--- src/rtl/pwm5_pkg.sv ---
package pwm5_pkg;
  localparam int DUTY_W = 5;
  localparam int SLOTS  = 1 << DUTY_W;
  localparam logic [DUTY_W-1:0] DUTY_RESET = 5'b10000;

  typedef enum logic [7:0] {
    CMD_DUTY  = 8'h01,
    CMD_FULL  = 8'h02,
    CMD_SLEEP = 8'h03,
    CMD_WAKE  = 8'h04
  } cmdCode_e;

  typedef struct packed {
    logic              loadDuty;
    logic              setFull;
    logic              enterSleep;
    logic              leaveSleep;
    logic [DUTY_W-1:0] dutyVal;
  } ctrlStrobe_t;
endpackage

--- src/rtl/pwm5_ctrl.sv ---
module pwm5_ctrl
  import pwm5_pkg::*;
(
  input  logic        clk,
  input  logic        rst,
  input  logic        wrEn,
  input  logic [7:0]  cmdByte,
  input  logic [7:0]  dataByte,
  output ctrlStrobe_t strobe,
  output logic        fullOn,
  output logic        sleeping
);
  logic unusedDataBits;
  assign unusedDataBits = ^dataByte[7:DUTY_W];

  always_comb begin
    strobe = '0;
    strobe.dutyVal = dataByte[DUTY_W-1:0];
    if (wrEn) begin
      case (cmdCode_e'(cmdByte))
        CMD_DUTY:  strobe.loadDuty   = 1'b1;
        CMD_FULL:  strobe.setFull    = 1'b1;
        CMD_SLEEP: strobe.enterSleep = 1'b1;
        CMD_WAKE:  strobe.leaveSleep = 1'b1;
        default:   ;
      endcase
    end
  end

  always_ff @(posedge clk) begin
    if (rst) begin
      fullOn   <= 1'b0;
      sleeping <= 1'b0;
    end else begin
      if (strobe.loadDuty)   fullOn   <= 1'b0;
      if (strobe.setFull)    fullOn   <= 1'b1;
      if (strobe.enterSleep) sleeping <= 1'b1;
      if (strobe.leaveSleep) sleeping <= 1'b0;
    end
  end
endmodule

--- src/rtl/pwm5_datapath.sv ---
module pwm5_datapath
  import pwm5_pkg::*;
#(
  parameter int DIV   = 4,
  parameter int PRE_W = 2
) (
  input  logic              clk,
  input  logic              rst,
  input  ctrlStrobe_t       strobe,
  input  logic              fullOn,
  input  logic              sleeping,
  output logic [DUTY_W-1:0] dutyReg,
  output logic [DUTY_W-1:0] activeDuty,
  output logic [DUTY_W-1:0] slot,
  output logic              pwmOut
);
  localparam logic [PRE_W-1:0]  PRE_LAST  = PRE_W'(DIV - 1);
  localparam logic [DUTY_W-1:0] SLOT_LAST = DUTY_W'(SLOTS - 1);

  logic             tick;
  logic             periodEnd;

  generate
    if (DIV == 1) begin : g_noPrescale
      assign tick = 1'b1;
    end else begin : g_prescale
      logic [PRE_W-1:0] pre;
      assign tick = (pre == PRE_LAST);
      always_ff @(posedge clk) begin
        if (rst || sleeping || tick) pre <= '0;
        else                         pre <= pre + 1'b1;
      end
    end
  endgenerate

  assign periodEnd = tick && (slot == SLOT_LAST);

  always_ff @(posedge clk) begin
    if (rst) begin
      dutyReg    <= DUTY_RESET;
      activeDuty <= DUTY_RESET;
      slot       <= '0;
    end else begin
      if (strobe.loadDuty) dutyReg <= strobe.dutyVal;
      if (sleeping) begin
        slot       <= '0;
        activeDuty <= dutyReg;
      end else begin
        if (tick)      slot       <= slot + 1'b1;
        if (periodEnd) activeDuty <= dutyReg;
      end
    end
  end

  assign pwmOut = !sleeping && (fullOn || (slot < activeDuty));
endmodule

--- src/rtl/pwm5_gen.sv ---
module pwm5_gen
  import pwm5_pkg::*;
#(
  parameter int CLK_HZ = 3_200_000,
  parameter int PWM_HZ = 25_000
) (
  input  logic       clk,
  input  logic       rst,
  input  logic       wrEn,
  input  logic [7:0] cmdByte,
  input  logic [7:0] dataByte,
  output logic [7:0] rdData,
  output logic       pwmOut
);
  localparam int SLOT_HZ = PWM_HZ * SLOTS;
  localparam int DIV     = (SLOT_HZ > 0) ? CLK_HZ / SLOT_HZ : 0;
  localparam int PRE_W   = (DIV > 1) ? $clog2(DIV) : 1;

  generate
    if (!(PWM_HZ == 1000 || PWM_HZ == 5000 || PWM_HZ == 10000 || PWM_HZ == 25000)) begin : g_badRate
      $error("pwm5_gen: PWM_HZ must be 1000, 5000, 10000 or 25000");
    end
    if (DIV < 1 || (CLK_HZ % SLOT_HZ) != 0) begin : g_badDiv
      $error("pwm5_gen: CLK_HZ must be a nonzero multiple of 32*PWM_HZ");
    end
  endgenerate

  ctrlStrobe_t       strobe;
  logic              fullOn;
  logic              sleeping;
  logic [DUTY_W-1:0] dutyReg;
  logic [DUTY_W-1:0] activeDuty;
  logic [DUTY_W-1:0] slot;

  pwm5_ctrl u_ctrl (
    .clk      (clk),
    .rst      (rst),
    .wrEn     (wrEn),
    .cmdByte  (cmdByte),
    .dataByte (dataByte),
    .strobe   (strobe),
    .fullOn   (fullOn),
    .sleeping (sleeping)
  );

  pwm5_datapath #(.DIV(DIV), .PRE_W(PRE_W)) u_dp (
    .clk        (clk),
    .rst        (rst),
    .strobe     (strobe),
    .fullOn     (fullOn),
    .sleeping   (sleeping),
    .dutyReg    (dutyReg),
    .activeDuty (activeDuty),
    .slot       (slot),
    .pwmOut     (pwmOut)
  );

  assign rdData = {sleeping, fullOn, 1'b0, dutyReg};
endmodule

--- config.mk ---
export PLATFORM = sky130hd
export DESIGN_NAME = pwm5_gen
export DESIGN_NICKNAME = d
export VERILOG_FILES = /design/src/rtl/pwm5_pkg.sv /design/src/rtl/pwm5_ctrl.sv /design/src/rtl/pwm5_datapath.sv /design/src/rtl/pwm5_gen.sv
export SDC_FILE = /design/constraint.sdc
export NUM_CORES = 1
export LEC_CHECK = 0
export CAP_MARGIN = 20
export CORE_MARGIN = 2
export CORE_UTILIZATION = 49
export CTS_CLUSTER_SIZE = 14
export DETAILED_ROUTE_END_ITERATION = 7
export PLACE_DENSITY = 0.83
export SLEW_MARGIN = 20
export SYNTH_ARGS = -nofsm -noshare
export SYNTH_HDL_FRONTEND = slang
export SYNTH_SLANG_ARGS = --single-unit
--- constraint.sdc ---
create_clock -name clk -period 4.4 [get_ports clk]
set_clock_uncertainty 0.15 [all_clocks]
set_input_delay 1.1 -clock clk [delete_from_list [all_inputs] [get_ports clk]]
set_output_delay 1.1 -clock clk [all_outputs]
set_load 0.01 [all_outputs]
==> results of run 1 <==
-- worst max-delay path, delay by kind of cell, from the launching register on --
kind	cells	cell delay, ps
AO/OA/AOI/OAI	3	530
adder cells (fa/ha/maj)	1	300
buffers and inverters	2	620
flip-flops	1	350
-- layer usage --
metal / track usage / part of all wire
met1: 0.203 / 0.41
met2: 0.359 / 0.51
met3: 0.0264 / 0.025
met4: 0.135 / 0.051
met5: 0 / 0
-- synthesized netlist by cell type, types with 2 or more instances --
cell type                  count
sky130_fd_sc_hd__inv_1         5
sky130_fd_sc_hd__nand2_1       3
sky130_fd_sc_hd__clkbuf_1      2
sky130_fd_sc_hd__nand2b_1      2
sky130_fd_sc_hd__dfxtp_1      19
sky130_fd_sc_hd__nor3_1        3
sky130_fd_sc_hd__ha_1          7
sky130_fd_sc_hd__nor2_1       15
sky130_fd_sc_hd__xor2_1        2
sky130_fd_sc_hd__buf_4         3
sky130_fd_sc_hd__mux2i_1      10
sky130_fd_sc_hd__a21oi_1       5
-- sequential cells by signal, indices dropped and copies added (netlist names) --
register             count
u_ctrl.fullOn            1
u_ctrl.sleeping          1
u_dp.dutyReg             5
u_dp.slot                5
u_dp.g_prescale.pre      2
u_dp.activeDuty          5
-- path summary, 6_finish.rpt --
path | start | slack (ps) | to
max reg2reg | u_dp.slot[0]$_SDFFE_PP0P_ | 2550 | u_dp.activeDuty[4]$_SDFFE_PP1P_
min reg2reg | u_dp.g_prescale.pre[0]$_SDFF_PP0_ | 290 | u_dp.g_prescale.pre[0]$_SDFF_PP0_
max | u_dp.activeDuty[2]$_SDFFE_PP0P_ | 1050 | pwmOut
min | u_dp.g_prescale.pre[0]$_SDFF_PP0_ | 290 | u_dp.g_prescale.pre[0]$_SDFF_PP0_
-- layout make-up --
type	count	area, um2	area share
Sequential cell	19	380	0.320
Inverter	5	18.8	0.0158
Multi-Input combinational cell	66	499	0.420
Clock buffer	3	22.5	0.0190
Clock inverter	1	5.00	0.00421
Tap cell	25	31.3	0.0263
Timing Repair Buffer	23	230	0.194
-- power by group through the flow --
stage | registers [mW] | logic (mW) | clock network [mW]
final | 0.177 | 0.0316 | 0.0851
after global routing | 0.178 | 0.0348 | 0.0936
after CTS | 0.178 | 0.0319 | 0.0892
after detailed placement | 0.181 | 0.0318 | 0
after global placement | 0.181 | 0.0303 | 0
after floorplan | 0.181 | 0.0137 | 0
-- metrics by stage --
step | hold slack, ps | cells | instance area [um2]
3_5_place_dp | 272 | 138 | 1160
4_1_cts | 288 | 142 | 1190
3_3_place_gp | 264 | 138 | 1160
5_1_grt | 299 | 142 | 1190
6_report | 285 | 142 | 1190
2_1_floorplan | 254 | 96 | 933
-- logic make-up after synthesis --
group / share of synthesized area
XOR/XNOR: 0.0282
buffers and inverters: 0.0576
AO/OA/AOI/OAI: 0.0925
flip-flops: 0.408
other: 0.00402
multiplexers: 0.107
adder cells (fa/ha/maj): 0.0938
AND/OR/NAND/NOR: 0.209
==> parameters.txt, run 1 <==
Parameter                              Value

Power
  Comb power frac ... 0.107
  Sequential power share ... 0.603
  Clock network fraction of design power ... 0.289
  Worst IR Drop VDD ... 0.168 mV
  Power consumption ... 0.294 mW
  Proportion of total power due to net switching ... 0.225
  Power Density ... 248 nW/um2
  Leakage power of the design ... 0.503 nW
  Internal Pwr Total ... 0.228 mW
  Psw ... 0.0663 mW

Layout
  Diode count ... 0
  Area delta synth->final ... 27.2%
  Fill cells ... 144
  Leading cell type in the layout, fill and taps excluded ... sky130_fd_sc_hd__clkdlybuf4s50_1
  Most frequent cells in the layout ... sky130_fd_sc_hd__clkdlybuf4s50_1, sky130_fd_sc_hd__dfxtp_1, sky130_fd_sc_hd__nor2_1, sky130_fd_sc_hd__mux2i_1, sky130_fd_sc_hd__ha_1
  Fraction of the core area covered by cells at the end of the flow ... 0.673
  Share of cells above drive strength 1 ... 0.0769
  Total number of nets in the final design ... 144

Critical path
  Crit. End Element ... primary output
  Critical Path Source Type ... flip-flop
  WS Path Type ... reg -> out
  Cells along the critical path ... inv_1, ha_1, a211oi_1, a21oi_1, o31ai_1, clkdlybuf4s50_1
  Arrival time at the worst endpoint ... 2100 ps
  Library cell contributing the largest single delay on the critical path ... sky130_fd_sc_hd__clkdlybuf4s50_1
  Worst r2r path cells ... 6
  Req. time, crit path ... 3150 ps
  Largest fanout on the critical path ... 2
  Stage delay of the slowest cell on the critical path ... 570 ps

Detailed routing
  DRT Pass-1 Iters ... 3
  Post-DR vias/cell ... 5.15
  Number of remaining DRC errors ... 0
  Count of routing violations after the opening detailed-route iteration ... 10
  DR WL/cell ... 12.5 um
  Antenna violation net count after detailed routing ... 0
  Total number of vias ... 732
  Total Routed Length ... 1770 um

Clocking
  Count of instances resized after the clock tree is built ... 0
  Hold_buf cts ... 0
  Clock tree from TritonCTS ... done
  Clock-pin slew of the registers on the worst-case setup and hold paths ... 110 ps
  Number of buffers between clock root and the deepest sink ... 2
  Root cell of the clock tree ... sky130_fd_sc_hd__clkbuf_4
  Number of sinks on the clock net ... 19
  Clock insertion delay at the later pin of the skew report ... 290 ps
  H-tree depth ... 1
  Total CTS buffers ... 3
  Post-CTS setup buffer count ... 0

Synth
  Post-synthesis net count ... 122
  Synth warn ... 0
  FFs w/ async S/R, synth ... 0
  Share of synthesized area occupied by flip-flops and latches ... 0.408
  Number of enable-type register cells in the synthesized netlist ... 0
  Average footprint of a synthesized cell ... 9.72 um2
  Post-synth design cell area ... 933 um2
  Most used DFF post-synth ... sky130_fd_sc_hd__dfxtp_1
  Synthesis-stage register bit count ... 19
  Number of distinct library cells after synthesis ... 32
  Count of mapped cells out of synthesis ... 96
  Library cell occupying the most area in the post-synthesis netlist ... sky130_fd_sc_hd__dfxtp_1
  Top-area cell type share of the netlist area ... 0.408
  Leading cell types by total area after synthesis ... sky130_fd_sc_hd__dfxtp_1, sky130_fd_sc_hd__mux2i_1, sky130_fd_sc_hd__ha_1, sky130_fd_sc_hd__nor2_1, sky130_fd_sc_hd__a21oi_1

Flow run
  Max capacitance violation total ... 0

Global routing
  Antenna violations before repair ... 0
  Pin count of the biggest net entering global routing ... 15
  Number of global-route vias before repair ... 705
  Global-route total usage across every layer ... 0.196
  GRT overflow ... 0
  Wire length of the first global-routing pass ... 3020 um

Die
  Number of placed I/O pins ... 28
  Overall die width ... 47.6 um
  Area of the placeable core ... 1760 um2
  Floorplan die area ... 2270 um2
  FP Rows ... 15
  Effective utilization at floorplan ... 0.529
  Die outline height ... 47.6 um

Place
  Post-place setup slack ... 1380 ps
  Final Wtd Congestion ... 0.755
  Port Buffers ... 23
  HPWL Detailed ... 1400 um

Hold path
  Class of the tightest hold or removal check ... reg -> reg
  Hold path depth ... 1

Status
  Run status ... finished, final reports clean

Timing
  Unrepaired setup endpoints after global routing ... false
  Final min period ... 3350 ps
  Final-report max-slew violation count ... 0
  Fraction of the cycle the final worst path needs ... 0.760
  FMAX ... 299 MHz
  Setup violation total in the final timing report ... 0
  Setup tns final ... 0 ps
  Final WS setup ... 1050 ps
  Count of endpoints failing hold in the final timing report ... 0
Power figures use the tool's default switching activity.
==> run 2, diff against run 1 <==
CORE_UTILIZATION = 45   (was 49)
PLACE_DENSITY = 0.77   (was 0.83)
clock period = 3.4 ns   (was 4.4 ns; I/O delays follow)
==> parameters.txt, run 2 (same netlist as run 1, synthesis figures left out) <==
Parameter                              Value

Status
  Run status ... finished, final reports clean

Timing
  Setup violation total in the final timing report ... 0 (unchanged)
  Count of endpoints failing hold in the final timing report ... 0 (unchanged)
  Fraction of the cycle the final worst path needs ... 0.898
  Unrepaired setup endpoints after global routing ... false
  FMAX ... 328 MHz
  Final min period ... 3050 ps
  Setup tns final ... 0 ps (unchanged)
  Final-report max-slew violation count ... 0 (unchanged)

Layout
  Area delta synth->final ... 27.3%
  Most frequent cells in the layout ... sky130_fd_sc_hd__clkdlybuf4s50_1, sky130_fd_sc_hd__dfxtp_1, sky130_fd_sc_hd__nor2_1, sky130_fd_sc_hd__mux2i_1, sky130_fd_sc_hd__ha_1
  Fill cells ... 174 (+21%)
  Leading cell type in the layout, fill and taps excluded ... sky130_fd_sc_hd__clkdlybuf4s50_1
  Largest registers ranked by flip-flop count ... u_dp.activeDuty (5), u_dp.dutyReg (5), u_dp.slot (5)
  Diode count ... 0 (unchanged)
  Non-filler instance count after layout ... 144 (+1.4%)
  Share of cells above drive strength 1 ... 0.0684 (-0.00855)
  Total number of nets in the final design ... 144 (unchanged)

Die
  Overall die width ... 49.5 um (+4.0%)
  Effective utilization at floorplan ... 0.476 (-0.0533)
  FP Rows ... 16 (+1)
  Floorplan die area ... 2450 um2 (+8.1%)
  Area of the placeable core ... 1960 um2 (+11%)
  Die outline height ... 49.5 um (+4.0%)
  Number of placed I/O pins ... 28 (unchanged)

Place
  Port Buffers ... 23 (unchanged)
  Placed cell count ... 140 (+1.4%)
  HPWL Detailed ... 1260 um (-9.6%)
  Final Wtd Congestion ... 0.763 (+1.1%)

Hold path
  Class of the tightest hold or removal check ... reg -> reg

Critical path
  Cells along the critical path ... inv_1, ha_1, a211oi_1, a21oi_1, o31ai_1, clkdlybuf4s50_1
  WS Path Type ... reg -> out
  Critical Path Source Type ... flip-flop
  Largest fanout on the critical path ... 2 (unchanged)
  Library cell contributing the largest single delay on the critical path ... sky130_fd_sc_hd__clkdlybuf4s50_1
  Cell class contributing the biggest share of worst-path delay ... buffers and inverters
  Count of buffering cells on the critical path with inverters included ... 2 (unchanged)
  Stage delay of the slowest cell on the critical path ... 580 ps (about the same)
  Arrival time at the worst endpoint ... 2050 ps (-50 ps)
  Crit. End Element ... primary output
  Req. time, crit path ... 2400 ps (-750 ps)

Power
  Worst IR Drop VDD ... 0.169 mV (+0.42%)
  Leakage power of the design ... 0.501 nW (-0.54%)
  Power Density ... 322 nW/um2 (+30%)

Global routing
  Pin count of the biggest net entering global routing ... 15 (unchanged)
  Wire length of the first global-routing pass ... 2800 um (-7.1%)
  Antenna violations before repair ... 0 (unchanged)
  Global-route total usage across every layer ... 0.147 (-0.0486)
  GRT overflow ... 0 (unchanged)
  Number of global-route vias before repair ... 672 (-4.7%)

Clocking
  Root cell of the clock tree ... sky130_fd_sc_hd__clkbuf_4
  Clock-pin slew of the registers on the worst-case setup and hold paths ... 110 ps (about the same)
  Hold_buf cts ... 0 (unchanged)
  Count of instances resized after the clock tree is built ... 0 (unchanged)
  Total CTS buffers ... 3 (unchanged)
  Clock insertion delay at the later pin of the skew report ... 290 ps (about the same)
  Clock tree from TritonCTS ... done
  Number of buffers between clock root and the deepest sink ... 2 (unchanged)
  Post-CTS setup buffer count ... 0 (unchanged)
  H-tree depth ... 1 (unchanged)
  Number of sinks on the clock net ... 19 (unchanged)

Detailed routing
  DR WL/cell ... 11.4 um (-8.2%)
  Count of routing violations after the opening detailed-route iteration ... 11 (+1)
  Post-DR vias/cell ... 4.94 (-4.2%)
  Total Routed Length ... 1650 um (-7.0%)
  Total number of vias ... 711 (-2.9%)
  Antenna violation net count after detailed routing ... 0 (unchanged)
  Number of remaining DRC errors ... 0 (unchanged)
  DRT Pass-1 Iters ... 4 (+1)

Flow run
  Max capacitance violation total ... 0 (unchanged)
==> run 2: worst register-to-register path, delay by kind of cell, from the launching register on <==
family	cells	cell delay, ps
adders and majority gates	2	430
and+or+nand+nor	2	280
DFF	1	370
AOI/OAI and AO/OA	2	550
==> run 2: per-layer routing <==
layer	GRT usage	wire length (um)	vias to the layer above	share of wire
met5	0	0	-	0
met3	0.0273	53	2	0.032
met1	0.192	778	324	0.47
li1	-	-	370	-
met2	0.233	803	15	0.49
met4	0.0694	10	0	0.0061
==> run 2: stage by stage <==
step / utilization / power (mW) / cell area, um2 / hold WS, ps / worst slack, ps
4_1_cts: 0.606 / 0.387 / 1190 / 290 / 321
5_1_grt: 0.606 / 0.399 / 1190 / 318 / 234
6_report: 0.606 / 0.383 / 1190 / 282 / 347
3_3_place_gp: 0.592 / 0.274 / 1160 / 264 / 681
2_1_floorplan: - / 0.252 / 933 / 254 / 1150
3_5_place_dp: 0.592 / 0.276 / 1160 / 274 / 661
==> run 2: path summary, 6_finish.rpt <==
path                                          start                           endpoint  slack, ps  cells after the start
setup / recovery    u_dp.activeDuty[2]$_SDFFE_PP0P_                             pwmOut        350                      6
hold reg to reg   u_dp.g_prescale.pre[0]$_SDFF_PP0_  u_dp.g_prescale.pre[0]$_SDFF_PP0_        280                      1
setup reg to reg          u_dp.slot[0]$_SDFFE_PP0P_    u_dp.activeDuty[4]$_SDFFE_PP1P_       1530                      6
hold / removal    u_dp.g_prescale.pre[0]$_SDFF_PP0_  u_dp.g_prescale.pre[0]$_SDFF_PP0_        280                      1
==> run 2: area by class of cell <==
class	count	area, um2	area share
multi-input combinational	66	499	0.420
sequential	19	380	0.320
timing repair buffer	23	230	0.194
tap	27	33.8	0.0284
clock buffer	4	26.3	0.0221
inverter	5	18.8	0.0158
==> run 2: where the power goes <==
part / internal [mW] / switching [mW]
logic: 0.0242 / 0.0162
clock network: 0.0456 / 0.0674
registers: 0.227 / 0.00276
total: 0.297 / 0.0863
==> run 3, diff against run 2 <==
SKIP_LAST_GASP = 1   (was default)
==> results of run 3 <==
The final DEF is identical to that of run 2; final timing and power are the same.
